[config.mk]
export PLATFORM = sky130hd
export DESIGN_NAME = psg_bus_front
export DESIGN_NICKNAME = d
export VERILOG_FILES = /design/src/rtl/psg_bus_pkg.sv /design/src/rtl/psg_strobe_decode.sv /design/src/rtl/psg_chip_enable.sv /design/src/rtl/psg_reg_bank.sv /design/src/rtl/psg_bus_front.sv
export SDC_FILE = /design/constraint.sdc
export NUM_CORES = 1
export LEC_CHECK = 0
export BUFFER_PORTS_ARGS = -buffer_cell sky130_fd_sc_hd__buf_4
export CORE_MARGIN = 10
export CORE_UTILIZATION = 45
export CTS_CLUSTER_DIAMETER = 80
export DETAILED_ROUTE_END_ITERATION = 12
export PLACE_DENSITY_LB_ADDON = 0.2
export SYNTH_ARGS = -nofsm -noshare
export SYNTH_HDL_FRONTEND = slang
export SYNTH_SLANG_ARGS = --single-unit
[constraint.sdc]
create_clock -name clk -period 1.7 [get_ports clk]
set_clock_uncertainty 0.05 [all_clocks]
set_input_delay 0.255 -clock clk [delete_from_list [all_inputs] [get_ports clk]]
set_output_delay 0.255 -clock clk [all_outputs]
set_load 0.05 [all_outputs]
[src/rtl/psg_bus_pkg.sv]
package psg_bus_pkg;
   typedef enum logic [1:0] {
      BUS_IDLE  = 2'd0,
      BUS_LATCH = 2'd1,
      BUS_WRITE = 2'd2,
      BUS_READ  = 2'd3
   } bus_op_e;

   function automatic bus_op_e decode_strobes(input logic bdir, input logic bc2, input logic bc1);
      case ({bdir, bc2, bc1})
         3'b111:  return BUS_LATCH;
         3'b110:  return BUS_WRITE;
         3'b011:  return BUS_READ;
         default: return BUS_IDLE;
      endcase
   endfunction
endpackage

[src/rtl/psg_strobe_decode.sv]
module psg_strobe_decode
   import psg_bus_pkg::*;
#(
   parameter bit HAS_BC2 = 1'b1
) (
   input  logic    bdir,
   input  logic    bc2,
   input  logic    bc1,
   output bus_op_e op
);
   logic bc2_eff;

   generate
      if (HAS_BC2) begin : g_bc2_pin
         assign bc2_eff = bc2;
      end else begin : g_bc2_tied
         logic unused_bc2;
         assign unused_bc2 = bc2;
         assign bc2_eff    = 1'b1;
      end
   endgenerate

   assign op = decode_strobes(bdir, bc2_eff, bc1);
endmodule

[src/rtl/psg_chip_enable.sv]
module psg_chip_enable #(
   parameter bit HAS_A9         = 1'b1,
   parameter bit HAS_TEST2      = 1'b1,
   parameter bit A8_ACTIVE_HIGH = 1'b1
) (
   input  logic a9_n,
   input  logic a8,
   input  logic test2,
   output logic enabled,
   output logic test2_eff
);
   logic a9_ok;
   logic a8_ok;

   generate
      if (HAS_A9) begin : g_a9_pin
         assign a9_ok = ~a9_n;
      end else begin : g_a9_tied
         logic unused_a9;
         assign unused_a9 = a9_n;
         assign a9_ok     = 1'b1;
      end

      if (HAS_TEST2) begin : g_t2_pin
         assign test2_eff = test2;
      end else begin : g_t2_tied
         logic unused_t2;
         assign unused_t2 = test2;
         assign test2_eff = 1'b1;
      end

      if (A8_ACTIVE_HIGH) begin : g_a8_high
         assign a8_ok = a8;
      end else begin : g_a8_low
         assign a8_ok = ~a8;
      end
   endgenerate

   assign enabled = a9_ok & a8_ok & test2_eff;
endmodule

[src/rtl/psg_reg_bank.sv]
module psg_reg_bank #(
   parameter int unsigned DATA_W = 8,
   parameter int unsigned IDX_W  = 4,
   localparam int unsigned NREG  = 1 << IDX_W
) (
   input  logic              clk,
   input  logic              rst,
   input  logic              we,
   input  logic [IDX_W-1:0]  idx,
   input  logic [DATA_W-1:0] wdata,
   output logic [DATA_W-1:0] rdata
);
   logic [DATA_W-1:0] regs [NREG];

   generate
      for (genvar i = 0; i < NREG; i++) begin : g_entry
         always_ff @(posedge clk) begin
            if (rst) begin
               regs[i] <= '0;
            end else if (we && (idx == IDX_W'(i))) begin
               regs[i] <= wdata;
            end
         end
      end
   endgenerate

   assign rdata = regs[idx];
endmodule

[src/rtl/psg_bus_front.sv]
module psg_bus_front
   import psg_bus_pkg::*;
#(
   parameter int unsigned DATA_W          = 8,
   parameter int unsigned IDX_W           = 4,
   parameter int unsigned SEL_PATTERN     = 0,
   parameter bit          A8_ACTIVE_HIGH  = 1'b1,
   parameter bit          HAS_BC2         = 1'b1,
   parameter bit          HAS_A9          = 1'b1,
   parameter bit          HAS_TEST2       = 1'b1,
   parameter bit          TEST2_GATES_BUS = 1'b0
) (
   input  logic              clk,
   input  logic              rst,
   input  logic              bdir,
   input  logic              bc2,
   input  logic              bc1,
   input  logic              a9_n,
   input  logic              a8,
   input  logic              test2,
   input  logic [DATA_W-1:0] d_in,
   output logic [DATA_W-1:0] d_out,
   output logic              d_oe
);
   localparam int unsigned PAT_W = DATA_W - IDX_W;

   generate
      if (IDX_W < 1 || IDX_W >= DATA_W) begin : g_bad_idx
         $error("psg_bus_front: IDX_W must lie between 1 and DATA_W-1");
      end
      if (PAT_W < 32 && SEL_PATTERN >= (1 << PAT_W)) begin : g_bad_pat
         $error("psg_bus_front: SEL_PATTERN does not fit above the index bits");
      end
   endgenerate

   bus_op_e           op;
   logic              enabled;
   logic              test2_eff;
   logic              match;
   logic              sel_q;
   logic [IDX_W-1:0]  idx_q;
   logic [DATA_W-1:0] rdata;
   logic              bus_allowed;

   psg_strobe_decode #(.HAS_BC2(HAS_BC2)) u_dec (
      .bdir(bdir), .bc2(bc2), .bc1(bc1), .op(op)
   );

   psg_chip_enable #(
      .HAS_A9(HAS_A9), .HAS_TEST2(HAS_TEST2), .A8_ACTIVE_HIGH(A8_ACTIVE_HIGH)
   ) u_en (
      .a9_n(a9_n), .a8(a8), .test2(test2), .enabled(enabled), .test2_eff(test2_eff)
   );

   assign match = enabled && (d_in[DATA_W-1:IDX_W] == SEL_PATTERN[PAT_W-1:0]);

   always_ff @(posedge clk) begin
      if (rst) begin
         sel_q <= 1'b0;
         idx_q <= '0;
      end else if (op == BUS_LATCH) begin
         sel_q <= match;
         if (match) idx_q <= d_in[IDX_W-1:0];
      end
   end

   psg_reg_bank #(.DATA_W(DATA_W), .IDX_W(IDX_W)) u_bank (
      .clk(clk), .rst(rst), .we((op == BUS_WRITE) && sel_q),
      .idx(idx_q), .wdata(d_in), .rdata(rdata)
   );

   generate
      if (TEST2_GATES_BUS) begin : g_gate
         assign bus_allowed = test2_eff;
      end else begin : g_nogate
         assign bus_allowed = 1'b1;
      end
   endgenerate

   assign d_oe  = (op == BUS_READ) && sel_q && bus_allowed;
   assign d_out = d_oe ? rdata : '0;
endmodule

==> load_flow_metrics.sql <==
INSERT INTO impl_metrics (metric_group, metric, value, unit) VALUES
('final_layout', 'num-fill-cells', '1111', ''),
('logic_synthesis', 'synth-compound-area-share', '3.51', '%'),
('routing', 'detailed_routing_iterations_pass_1', '4', ''),
('final_layout', 'post_layout_net_count', '497', ''),
('clock_tree', 'ctsRootBufferMaster', 'sky130_fd_sc_hd__clkbuf_16', ''),
('clock_tree', 'clk_pin_slew_worst_paths', '0.06', 'ns'),
('final_layout', 'multi_input_area', '0.00270', 'mm2'),
('timing', 'setup_total_negative_slack', '-4.60', 'ns'),
('logic_synthesis', 'synth_simple_gate_area_share', '19.2', '%'),
('routing', 'antenna_violating_nets_post_route', '0', ''),
('pwr', 'internal-power', '6240', 'uW'),
('final_layout', 'insertedDiodeCount', '0', ''),
('clock_tree', 'tritoncts', 'done', ''),
('final_layout', 'post_route_cells_drive_above_1_share', '37.9', '%'),
('pwr', 'power.combinational.fraction', '4.9', '%'),
('floorplan', 'top_level_ports', '25', ''),
('critical_path', 'critical_path.endpoint_type', 'primary output', ''),
('logic_synthesis', 'distinct_cell_type_count_of_the_synthesized_netlist', '36', ''),
('global_route', 'grt_max_degree', '31', ''),
('floorplan', 'die_w', '141', 'um'),
('critical_path', 'worstRegToRegCells', '4', ''),
('timing', 'setup_slack', '-0.585', 'ns'),
('critical_path', 'reg2reg_slack', '0.09', 'ns'),
('timing', 'timing.slew.headroom', '70.3', '%'),
('critical_path', 'crit_type', 'reg2out', ''),
('final_layout', 'final-seq-area', '0.00403', 'mm2'),
('final_layout', 'area_growth', '27.8', '%'),
('clock_tree', 'clock_path_buffers', '2', ''),
('critical_path', 'critical_path.max_fanout', '7', ''),
('floorplan', 'die_area', '0.0198', 'mm2'),
('timing', 'finalCriticalPeriod', '2.29', 'ns'),
('pwr', 'flop_pwr_share', '48.6', '%'),
('pwr', 'cellLeakagePower', '0.00308', 'uW'),
('pwr', 'power.density', '939', 'mW/mm2'),
('pwr', 'switching_share', '20.6', '%'),
('logic_synthesis', 'synth_xor_xnor_area_share', '0', '%'),
('clock_tree', 'h-tree-depth', '4', ''),
('placement', 'dpl.cell_count', '643', ''),
('floorplan', 'floorplan.core_area', '0.0144', 'mm2'),
('floorplan', 'std_cell_rows', '44', ''),
('placement', 'dp_hpwl', '10.5', 'mm'),
('pwr', 'worst_supply_voltage_drop_on_vdd', '0.595', 'mV'),
('timing', 'max_freq', '438', 'MHz'),
('outcome', 'status', 'complete, but fails checks', ''),
('critical_path', 'crit_slowest_cell', 'sky130_fd_sc_hd__mux4_2', ''),
('routing', 'vias_after_detailed_routing', '3732', ''),
('clock_tree', 'clkLatencyLatePin', '0.41', 'ns'),
('logic_synthesis', 'post_synth_inst_count', '416', ''),
('pwr', 'clkPwrFrac', '46.6', '%'),
('timing', 'worstMarginPinSlew', '0.441', 'ns'),
('floorplan', 'chipHeight', '141', 'um'),
('global_route', 'grt_pass1_wl', '24.0', 'mm'),
('timing', 'timing.final.crit_share', '134', '%'),
('logic_synthesis', 'synth-seq-cells', '137', ''),
('critical_path', 'cp_data_arrival_time', '1.98', 'ns'),
('timing', 'rsz_0062_raised_after_global_routing', 'yes', ''),
('hold_path', 'hold_path.class', 'in2reg', ''),
('routing', 'detail_route.wirelength', '15.4', 'mm'),
('global_route', 'number_of_antenna_violations_at_the_first_check_in_global_routing', '0', ''),
('final_layout', 'layout.cells.most_common_list', 'sky130_fd_sc_hd__and2_1 (128), sky130_fd_sc_hd__edfxtp_1 (128), sky130_fd_sc_hd__buf_4 (40)', ''),
('logic_synthesis', 'synth_nets', '432', ''),
('logic_synthesis', 'synthesis.yosys.warnings', '0', ''),
('logic_synthesis', 'combinational_family_with_the_most_area_after_synthesis', 'simple AND/OR/NAND/NOR gates', ''),
('final_layout', 'stdcell_count', '678', ''),
('routing', 'drc_violations_left', '0', ''),
('logic_synthesis', 'netlist_area', '0.00655', 'mm2'),
('timing', 'report.final.setup_viol', '8', ''),
('outcome', 'violations', 'negative setup slack', ''),
('global_route', 'grt_remaining_overflow', '0', ''),
('routing', 'drtIter0Drc', '360', ''),
('critical_path', 'crit_chain', 'buf_12 -> mux4_2 -> mux2i_4 -> o22ai_4 -> buf_6', '');
[area by class of cell]
class | instances | area share, %
sequential | 137 | 48.2
multi-input combinational | 255 | 32.2
timing repair buffer | 70 | 9.89
clock buffer | 19 | 5.17
tap | 184 | 2.75
clock inverter | 13 | 1.84
[Yosys cell counts, drive strengths merged]
cell	instances	area (um2)
dfxtp	9	180
nor4	1	12.5
nor3	16	235
clkbuf	10	37.5
nand3b	2	15.0
and4b	1	10.0
and3b	1	8.76
o22ai	8	50.1
a31o	4	35.0
nor2	5	18.8
o31ai	4	30.0
a21o	12	90.1
nand3	2	10.0
or4	1	7.51
nand4	4	25.0
mux2i	16	160
mux4	32	736
and3	1	6.26
nand2	3	13.8
nand4b	1	23.8
and2	128	801
nand2b	2	12.5
a21oi	5	25.0
or3b	2	20.0
edfxtp	128	3840
nand4bb	1	11.3
buf	14	110
nor2b	2	12.5
or3	1	11.3
[path summary, 6_finish.rpt]
path,start,endpoint
setup / recovery,register,d_out[6]
hold / removal,rst,idx_q[3]
setup reg to reg,idx_q[1],u_bank.regs[15][5]
hold reg to reg,idx_q[3],idx_q[3]
[what timing repair did]
action,4_1_cts,5_1_grt
cloned,2,0
endpoints found under the setup margin,8,89
buffers inserted,0,1
pin swaps,8,7
gates resized for setup,31,7
[cell families after synthesis]
group / Yosys count
and+or+nand+nor: 174
DFF: 137
muxes: 48
AOI/OAI and AO/OA: 33
buffers and inverters: 24
[routing by layer]
layer  up-vias  share of wire [%]  wire length [um]  GRT usage (%)
met4         0                1.4               208           4.51
met5         -                  0                 0              0
met1      1914                 48              7410           22.9
li1       1710                  -                 -              -
met2        92                 46              7070           23.6
met3        16                4.5               688           4.10
[sequential cells by signal, summed over array words and instances (netlist names), named ones only]
name and cells:
idx_q 4, u_bank.regs 128, sel_q 1
[through the flow]
stage | hold WS [ns] | power [uW] | utilization [%] | area (um2) | worst slack [ns]
after floorplan | 0.361 | 4040 | - | 6760 | -0.0810
after global placement | 0.464 | 4250 | 52.2 | 7530 | -0.258
after detailed placement | 0.472 | 4260 | 52.2 | 7530 | -0.272
after CTS | 0.0413 | 7890 | 57.8 | 8330 | -0.622
after global routing | 0.0528 | 8070 | 58.1 | 8380 | -0.662
final | 0.0531 | 7860 | 58.1 | 8380 | -0.585
[worst max-delay path, delay by kind of cell (launching register included)]
| kind | cells | cell delay, ns |
|---|---|---|
| AO/OA/AOI/OAI | 1 | 0.09 |
| buffers and inverters | 2 | 0.31 |
| flip-flops | 1 | 0.40 |
| multiplexers | 2 | 0.77 |
[power groups by stage]
stage | clock [uW] | combinational (uW) | sequential, uW
after floorplan | 0 | 166 | 3870
after global placement | 0 | 363 | 3890
after detailed placement | 0 | 368 | 3890
after CTS | 3680 | 385 | 3820
after global routing | 3830 | 406 | 3830
final | 3660 | 383 | 3820
Power figures use the tool's default switching activity.
